File: config.mk
export PLATFORM = sky130hd
export DESIGN_NAME = pt_walker
export DESIGN_NICKNAME = d
export VERILOG_FILES = /design/src/rtl/pt_walker_pkg.sv /design/src/rtl/pt_addr_gen.sv /design/src/rtl/pt_perm_check.sv /design/src/rtl/pt_walker.sv
export SDC_FILE = /design/constraint.sdc
export NUM_CORES = 1
export LEC_CHECK = 0
export BUFFER_PORTS_ARGS = -buffer_cell sky130_fd_sc_hd__buf_2
export CAP_MARGIN = 40
export CELL_PAD_IN_SITES_DETAIL_PLACEMENT = 1
export CELL_PAD_IN_SITES_GLOBAL_PLACEMENT = 2
export CORE_MARGIN = 3
export CORE_UTILIZATION = 35
export CTS_CLUSTER_SIZE = 10
export DETAILED_ROUTE_END_ITERATION = 6
export GPL_ROUTABILITY_DRIVEN = 1
export GPL_TIMING_DRIVEN = 0
export PLACE_DENSITY = 0.85
export SYNTH_ARGS = -nofsm -noshare
export SYNTH_HDL_FRONTEND = slang
export SYNTH_SLANG_ARGS = --single-unit
File: constraint.sdc
create_clock -name clk -period 4.2 [get_ports clk]
set_input_delay 0.42 -clock clk [delete_from_list [all_inputs] [get_ports clk]]
set_output_delay 0.42 -clock clk [all_outputs]
set_load 0.005 [all_outputs]
File: src/rtl/pt_walker_pkg.sv
package pt_walker_pkg;
    typedef enum logic [1:0] {
        ACC_READ  = 2'd0,
        ACC_WRITE = 2'd1,
        ACC_EXEC  = 2'd2,
        ACC_RSVD  = 2'd3
    } acc_e;

    typedef enum logic [1:0] {
        FLT_NONE       = 2'd0,
        FLT_DIR_ABSENT = 2'd1,
        FLT_TBL_ABSENT = 2'd2,
        FLT_PERM       = 2'd3
    } flt_e;

    typedef enum logic [2:0] {
        ST_IDLE,
        ST_DIR_REQ,
        ST_DIR_WAIT,
        ST_TBL_REQ,
        ST_TBL_WAIT,
        ST_WB_REQ,
        ST_DONE
    } st_e;

    // flag positions inside a table word
    localparam int BIT_PRESENT = 0;
    localparam int BIT_RD      = 1;
    localparam int BIT_WR      = 2;
    localparam int BIT_EX      = 3;
    localparam int BIT_USED    = 4;
    localparam int BIT_MOD     = 5;
endpackage

File: src/rtl/pt_addr_gen.sv
// Address arithmetic for both walk steps and the final physical address.
module pt_addr_gen #(
    parameter int ADDR_W = 32,
    parameter int IDX_W  = 10,
    parameter int OFF_W  = 12,
    localparam int FRAME_W = ADDR_W - OFF_W
) (
    input  logic [ADDR_W-1:0]  base,
    input  logic [IDX_W-1:0]   dir_idx,
    input  logic [IDX_W-1:0]   tbl_idx,
    input  logic [FRAME_W-1:0] tbl_frame,
    input  logic [FRAME_W-1:0] leaf_frame,
    input  logic [OFF_W-1:0]   offset,
    output logic [ADDR_W-1:0]  dir_addr,
    output logic [ADDR_W-1:0]  tbl_addr,
    output logic [ADDR_W-1:0]  phys_addr
);
    // words are 4 bytes: scale each index by 4
    always_comb begin
        dir_addr  = base + (ADDR_W'(dir_idx) << 2);
        tbl_addr  = {tbl_frame, {OFF_W{1'b0}}} + (ADDR_W'(tbl_idx) << 2);
        phys_addr = {leaf_frame, offset};
    end
endmodule

File: src/rtl/pt_perm_check.sv
// Permission decision and flag update for the final table word.
module pt_perm_check #(
    parameter int ADDR_W = 32
) (
    input  logic [ADDR_W-1:0] word,
    input  logic [1:0]        acc,
    output logic              present,
    output logic              allowed,
    output logic [ADDR_W-1:0] upd_word,
    output logic              changed
);
    import pt_walker_pkg::*;

    always_comb begin
        present = word[BIT_PRESENT];
        unique case (acc_e'(acc))
            ACC_READ:  allowed = word[BIT_RD];
            ACC_WRITE: allowed = word[BIT_WR];
            ACC_EXEC:  allowed = word[BIT_EX];
            default:   allowed = 1'b0;
        endcase
        upd_word = word;
        upd_word[BIT_USED] = 1'b1;
        if (acc_e'(acc) == ACC_WRITE) upd_word[BIT_MOD] = 1'b1;
        changed = (upd_word != word);
    end
endmodule

File: src/rtl/pt_walker.sv
module pt_walker #(
    parameter int ADDR_W = 32,
    parameter int IDX_W  = 10,
    parameter int OFF_W  = 12
) (
    input  logic              clk,
    input  logic              rst_n,
    input  logic [ADDR_W-1:0] ptbr_base,
    input  logic              req_valid,
    output logic              req_ready,
    input  logic [ADDR_W-1:0] req_vaddr,
    input  logic [1:0]        req_access,
    output logic              done,
    output logic [ADDR_W-1:0] resp_paddr,
    output logic [1:0]        resp_fault,
    output logic              mem_req_valid,
    input  logic              mem_req_ready,
    output logic              mem_req_we,
    output logic [ADDR_W-1:0] mem_req_addr,
    output logic [ADDR_W-1:0] mem_req_wdata,
    input  logic              mem_rsp_valid,
    input  logic [ADDR_W-1:0] mem_rsp_data
);
    import pt_walker_pkg::*;

    // ADDR_W is expected to equal OFF_W + 2*IDX_W
    localparam int FRAME_W = ADDR_W - OFF_W;

    typedef struct packed {
        st_e                st;
        logic [ADDR_W-1:0]  base;
        logic [ADDR_W-1:0]  va;
        logic [1:0]         acc;
        logic [FRAME_W-1:0] tbl_frame;
        logic [ADDR_W-1:0]  leaf;
        logic [1:0]         flt;
        logic [ADDR_W-1:0]  pa;
    } walk_t;

    walk_t r_d, r_q;

    logic [ADDR_W-1:0] dir_addr, tbl_addr, phys_addr;
    logic              leaf_present, leaf_allowed, leaf_changed;
    logic [ADDR_W-1:0] leaf_upd;

    pt_addr_gen #(.ADDR_W(ADDR_W), .IDX_W(IDX_W), .OFF_W(OFF_W)) u_addr (
        .base      (r_q.base),
        .dir_idx   (r_q.va[OFF_W+IDX_W +: IDX_W]),
        .tbl_idx   (r_q.va[OFF_W +: IDX_W]),
        .tbl_frame (r_q.tbl_frame),
        .leaf_frame(mem_rsp_data[ADDR_W-1:OFF_W]),
        .offset    (r_q.va[OFF_W-1:0]),
        .dir_addr  (dir_addr),
        .tbl_addr  (tbl_addr),
        .phys_addr (phys_addr)
    );

    pt_perm_check #(.ADDR_W(ADDR_W)) u_perm (
        .word    (mem_rsp_data),
        .acc     (r_q.acc),
        .present (leaf_present),
        .allowed (leaf_allowed),
        .upd_word(leaf_upd),
        .changed (leaf_changed)
    );

    always_comb begin
        r_d = r_q;
        unique case (r_q.st)
            ST_IDLE: if (req_valid) begin
                r_d.st   = ST_DIR_REQ;
                r_d.base = ptbr_base;
                r_d.va   = req_vaddr;
                r_d.acc  = req_access;
                r_d.flt  = FLT_NONE;
                r_d.pa   = '0;
            end
            ST_DIR_REQ: if (mem_req_ready) r_d.st = ST_DIR_WAIT;
            ST_DIR_WAIT: if (mem_rsp_valid) begin
                if (!mem_rsp_data[BIT_PRESENT]) begin
                    r_d.flt = FLT_DIR_ABSENT;
                    r_d.st  = ST_DONE;
                end else begin
                    r_d.tbl_frame = mem_rsp_data[ADDR_W-1:OFF_W];
                    r_d.st        = ST_TBL_REQ;
                end
            end
            ST_TBL_REQ: if (mem_req_ready) r_d.st = ST_TBL_WAIT;
            ST_TBL_WAIT: if (mem_rsp_valid) begin
                if (!leaf_present) begin
                    r_d.flt = FLT_TBL_ABSENT;
                    r_d.st  = ST_DONE;
                end else if (!leaf_allowed) begin
                    r_d.flt = FLT_PERM;
                    r_d.st  = ST_DONE;
                end else begin
                    r_d.pa   = phys_addr;
                    r_d.leaf = leaf_upd;
                    r_d.st   = leaf_changed ? ST_WB_REQ : ST_DONE;
                end
            end
            ST_WB_REQ: if (mem_req_ready) r_d.st = ST_DONE;
            default: r_d.st = ST_IDLE;
        endcase
    end

    always_ff @(posedge clk or negedge rst_n) begin
        if (!rst_n) begin
            r_q <= '{st: ST_IDLE, default: '0};
        end else begin
            r_q <= r_d;
        end
    end

    always_comb begin
        req_ready     = (r_q.st == ST_IDLE);
        done          = (r_q.st == ST_DONE);
        resp_paddr    = r_q.pa;
        resp_fault    = r_q.flt;
        mem_req_valid = (r_q.st == ST_DIR_REQ) || (r_q.st == ST_TBL_REQ) || (r_q.st == ST_WB_REQ);
        mem_req_we    = (r_q.st == ST_WB_REQ);
        mem_req_addr  = (r_q.st == ST_DIR_REQ) ? dir_addr : tbl_addr;
        mem_req_wdata = r_q.leaf;
    end

    // ---------------- assertions ----------------
    assert_idle_after_reset_R9: assert property (@(posedge clk) disable iff (!rst_n)
        $rose(rst_n) |-> req_ready && !done && !mem_req_valid);

    assert_busy_after_accept_R7: assert property (@(posedge clk) disable iff (!rst_n)
        req_valid && req_ready |=> !req_ready);

    assert_done_single_R7: assert property (@(posedge clk) disable iff (!rst_n)
        done |=> !done);

    assert_phase_exclusive_R7: assert property (@(posedge clk) disable iff (!rst_n)
        $onehot0({req_ready, done, mem_req_valid}));

    assert_req_held_R8: assert property (@(posedge clk) disable iff (!rst_n)
        mem_req_valid && !mem_req_ready |=> mem_req_valid && $stable(mem_req_addr) && $stable(mem_req_we));

    assert_wb_flags_R6: assert property (@(posedge clk) disable iff (!rst_n)
        mem_req_valid && mem_req_we |-> mem_req_wdata[BIT_PRESENT] && mem_req_wdata[BIT_USED]);

    assert_fault_no_addr_R4: assert property (@(posedge clk) disable iff (!rst_n)
        done && resp_fault != FLT_NONE |-> resp_paddr == '0);
endmodule

=== Word level (Yosys, flattened, before mapping) ===
Cells that the tools add are included.

* Register bits: 155

* $add $sub $neg: 2
* Muxes and demuxes: 24
* Equal/unequal tests: 19
* Reductions and logical operators: 12

{| class="wikitable"
|+ Operator list
! kind !! number
|-
| $mux 32 || 3
|-
| $mux 69 || 1
|-
| $mux 34 || 2
|-
| $add 32x12->32 || 2
|-
| $pmux 32 s2 || 1
|-
| $mux 3 || 7
|-
| $ne 2x2->1 const B || 9
|-
| $pmux 3 s6 || 1
|-
| $mux 2 || 6
|-
| $reduce_and 6->1 || 2
|-
| $eq 3x3->1 const B || 3
|-
| $eq 3x2->1 const B || 2
|-
| $pmux 2 s3 || 1
|-
| $reduce_and 5->1 || 1
|-
| $reduce_and 4->1 || 1
|-
| $eq 3x1->1 const B || 1
|-
| $logic_not 3->1 || 1
|-
| $ne 3x3->1 const B || 1
|-
| $pmux 1 s3 || 1
|-
| $reduce_and 3->1 || 1
|-
| $reduce_bool 3->1 || 1
|-
| $eq 2x1->1 const B || 1
|-
| $eq 2x2->1 const B || 1
|-
| $logic_not 2->1 || 1
|-
| other kinds (5) || 6
|}

=== Longest topological paths before layout ===
* Depth after elaboration: 8
* Gate-level depth with buffers: 8

=== Cells and area by module ===
A second synthesis with hierarchy kept.

* Cell total of the unflattened synthesis: 765
* Area total of the unflattened synthesis: 8931.1 µm²

{| class="wikitable"
|+ Modules (own cells, without submodules)
! module !! cells each !! seq. area each (µm²) !! area an instance (µm²) !! instances
|-
| pt_walker || 540 || 3878.7 || 7278.2 || 1
|-
| pt_addr_gen || 186 || 0.0 || 1363.8 || 1
|-
| pt_perm_check || 39 || 0.0 || 289.0 || 1
|}

=== Worst setup path before layout ===
OpenSTA, ideal clock, no wires.

* Kind: register -> output
* From: reg r_q[110] in the netlist's numbering
* To: out mem_req_addr[14]
* Cell stages (with the launch flop): 9
* Arrival time: 2.081 ns
* Slack: 1.699 ns
* Cell sequence: dfrtp_1 ha_1 fa_1 a21o_1 a221oi_2 o211ai_2 nand4_1 xor2_1 o21ai_0

* Cells in the longest elaborated chain, start to end: 2

{| class="wikitable"
|+ RTL lines
! item !! RTL line !! source
|-
| start, declared || pt_walker.sv:40 || <nowiki>walk_t r_d, r_q;</nowiki>
|-
| start signal, assigned || pt_walker.sv:111 || <nowiki>r_q <= r_d;</nowiki>
|-
| $add 32x12->32 || pt_addr_gen.sv:20 || <nowiki>dir_addr = base + (ADDR_W'(dir_idx) << 2);</nowiki>
|-
| $mux 32 || pt_walker.sv:122 || <nowiki>mem_req_addr = (r_q.st == ST_DIR_REQ) ? dir_addr : tbl_addr;</nowiki>
|-
| end, declared || pt_walker.sv:19 || <nowiki>output logic [ADDR_W-1:0] mem_req_addr,</nowiki>
|}

No other way between the ends.

=== Final worst setup path ===
* From: reg r_q[110] in the netlist's numbering
* To: out mem_req_addr[16]

Same word-level chain as after synthesis.

==> flow_metrics.env <==
export IMPL_status="complete, no violations"
export IMPL_finalHoldViolations=0
export IMPL_hold_buffers=1
export IMPL_antenna_left=0
export IMPL_clock_sinks=154
export IMPL_period_minus_slack_ns=3.46
export IMPL_core_area_um2=21200
export IMPL_grt_antenna_before_repair=0
export IMPL_crit_path_end_kind="output pin"
export IMPL_grt_pass1_vias=6083
export IMPL_insertedDiodeCount=0
export IMPL_post_cts_setup_buffer_count=0
export IMPL_hold_path_class="primary input to flip-flop"
export IMPL_grt_overflow=0
export IMPL_cp_max_fo=10
export IMPL_synth_top_area_share=0.505
export IMPL_worstHoldStart="mem_rsp_data[10]"
export IMPL_critPathBufInv=1
export IMPL_routed_wl_mm=20.7
export IMPL_seq_area_um2=3850
export IMPL_timing_rr_start="r_q[154]"
export IMPL_synthCells=732
export IMPL_leakagePower_nw=4.87
export IMPL_ys_top_cells_by_area="dfrtp_1 50%, mux2_2 12%, nand2_1 7.9%"
export IMPL_ir_worst_vdd_uv=332
export IMPL_post_cts_resized=0
export IMPL_clock_fmax_ghz=0.289
export IMPL_synth_most_common_cell="nand2_1"
export IMPL_cpPeakStageDelay_ns=0.43
export IMPL_ys_ff_latch=154
export IMPL_synth_area_um2=7630
export IMPL_drive_gt1_frac=0.428
export IMPL_syn_nets=846
export IMPL_cp_cell_sequence="ha_1, fa_1, a21o_1, a221oi_2, o211ai_2, nand3_1, xor2_1, o21ai_0, buf_2"
export IMPL_maxSlewViolCount=0
export IMPL_start_util=0.360
export IMPL_multiInputGateArea_um2=3070
export IMPL_dp_hpwl_mm=15.9
export IMPL_ys_types=43
export IMPL_critPathKind="flip-flop to output pin"
export IMPL_ys_flop_type="dfrtp_1"
export IMPL_area_growth_pct=26.0
export IMPL_finalCritPeriodShare=0.823
export IMPL_drcViolationCount=0
export IMPL_avgSynthCellArea_um2=10.4
export IMPL_vias=5764
export IMPL_wl_per_cell_um=16.7
export IMPL_drv_cap=0
export IMPL_yosys_area_top_type="dfrtp_1"
export IMPL_placed_area_um2=9030
export IMPL_synth_edf_count=0
export IMPL_fin_area_um2=9620
export IMPL_cts_made_buffers=17
export IMPL_numPortBuffers=204
export IMPL_clkTransAtPathRegs_ns=0.07
export IMPL_power_density_nw_per_um2=736
export IMPL_ctsLongestPathBuffers=2
export IMPL_place_gp_congestion=0.827
export IMPL_setup_viol=0
export IMPL_die_h_um=154
export IMPL_worstMarginPinSlew_ns=0.725
export IMPL_rsz0062_at_grt="no"
export IMPL_ys_seq_area_frac=0.505
export IMPL_ios=205
export IMPL_crit_path_start="r_q[110]"
export IMPL_row_count=53
export IMPL_slowest_stage="fa_1"
export IMPL_fin_tns_setup_ns=0
export IMPL_drtPass1Iterations=6
export IMPL_worst_ep_arrival_time_ns=3.04
export IMPL_ys_top_cells_by_count="160 x nand2_1, 154 x dfrtp_1, 84 x mux2_2, 66 x buf_4, 51 x o21ai_0"
export IMPL_avgViaCountPerCell=4.63
export IMPL_required_ns=3.78
export IMPL_relSlewSlack=0.515
export IMPL_dieArea_um2=23600
export IMPL_htreeDepth=4
export IMPL_crit_family="compound AO/OA/AOI/OAI gates"
export IMPL_grt_pass1_wl_mm=33.3
export IMPL_startpoint_type="flip-flop"
export IMPL_synth_async_reset_ratio=1.00
export IMPL_grt_max_degree=116
export IMPL_grtUsageTotal=0.177
export IMPL_worstSkewPairLatency_ns=0.42
export IMPL_die_width_um=154
export IMPL_cts_root_buf="clkbuf_16"
export IMPL_cts_tree="done"
export IMPL_drt_iter0_drc=166
export IMPL_fin_skew_ns=0.00893
export IMPL_filler_cell_count=2459
export IMPL_yosys_warnings=0
export IMPL_nets=1071
==> stage by stage <==
stage | std cells | hold slack [ns] | setup WS [ns] | util | power, mW
final | 1245 | 0.189 | 0.742 | 0.453 | 7.08
after global routing | 1245 | 0.178 | 0.566 | 0.453 | 7.67
after CTS | 1245 | 0.173 | 0.736 | 0.453 | 7.21
after detailed placement | 1212 | 0.320 | 1.20 | 0.426 | 5.67
after global placement | 1211 | 0.459 | 0.301 | 0.424 | 5.59
after floorplan | 732 | 0.124 | 1.70 | - | 4.53
==> layout make-up <==
type | count | area share
Sequential cell | 154 | 0.401
Multi-Input combinational cell | 463 | 0.319
Timing Repair Buffer | 206 | 0.111
Buffer | 105 | 0.0696
Clock buffer | 18 | 0.0456
Tap cell | 275 | 0.0358
Clock inverter | 14 | 0.0142
Inverter | 10 | 0.00390
==> per-layer routing <==
metal / share of wire / track usage / wire (um) / vias up
li1: - / - / - / 2878
met1: 0.47 / 0.240 / 9750 / 2766
met2: 0.48 / 0.296 / 10100 / 111
met3: 0.037 / 0.0338 / 769 / 9
met4: 0.0085 / 0.0383 / 176 / 0
met5: 0 / 0 / 0 / -
==> tightest hold or removal path: stages <==
cell	delay [ns]
buf_2	0.07
nand2_1	0.04
nand2_1	0.04
==> where the power goes <==
group / switching [mW] / leakage [nW] / total, mW / internal, mW
Clock: 0.658 / 0.274 / 1.50 / 0.844
Sequential: 0.385 / 1.94 / 2.48 / 2.10
Combinational: 1.58 / 2.66 / 3.10 / 1.52
Total: 2.62 / 4.87 / 7.08 / 4.46
==> state kept, by name, summed over array words and instances, names as in the netlist <==
| name | flops |
|---|---|
| resp_paddr | 32 |
| mem_req_wdata | 31 |
| resp_fault | 2 |
| r_q | 89 |
==> layout by cell type (no fill, tap or decap), drive strengths merged, types with 5 or more instances in the layout <==
cell	count
clkbuf	40
ha	10
mux2	84
o21ai	56
inv	15
clkinv	5
nand4	6
nand2	160
o311ai	8
dfrtp	154
a22o	17
nand2b	5
and2	5
and3	10
xor2	18
nand3	9
nor2	18
buf	288
xnor2	9
a21oi	10
nor3	7
==> cells by family (layout without fill, tap and decap cells) <==
kind of cell / after synthesis / in the layout / share of synthesized area
mux: 85 / 85 / 0.125
xor+xnor: 27 / 27 / 0.0310
buf+inv: 115 / 353 / 0.0926
compound gates: 110 / 110 / 0.0990
flops: 154 / 154 / 0.505
fa+ha+maj: 11 / 11 / 0.0190
simple gates: 230 / 230 / 0.128
==> final timing paths <==
check | slack [ns] | to | cells after the start
max reg2reg | 1.94 | r_q[112] | 5
min | 0.19 | mem_req_wdata[10] | 3
min in group asynchronous | 0.47 | r_q[114] | 2
max | 0.74 | mem_req_addr[16] | 9
max in group asynchronous | 2.80 | r_q[152] | 3
min reg2reg | 0.48 | resp_paddr[3] | 2
Note: power is estimated with default switching activity, not from simulation.
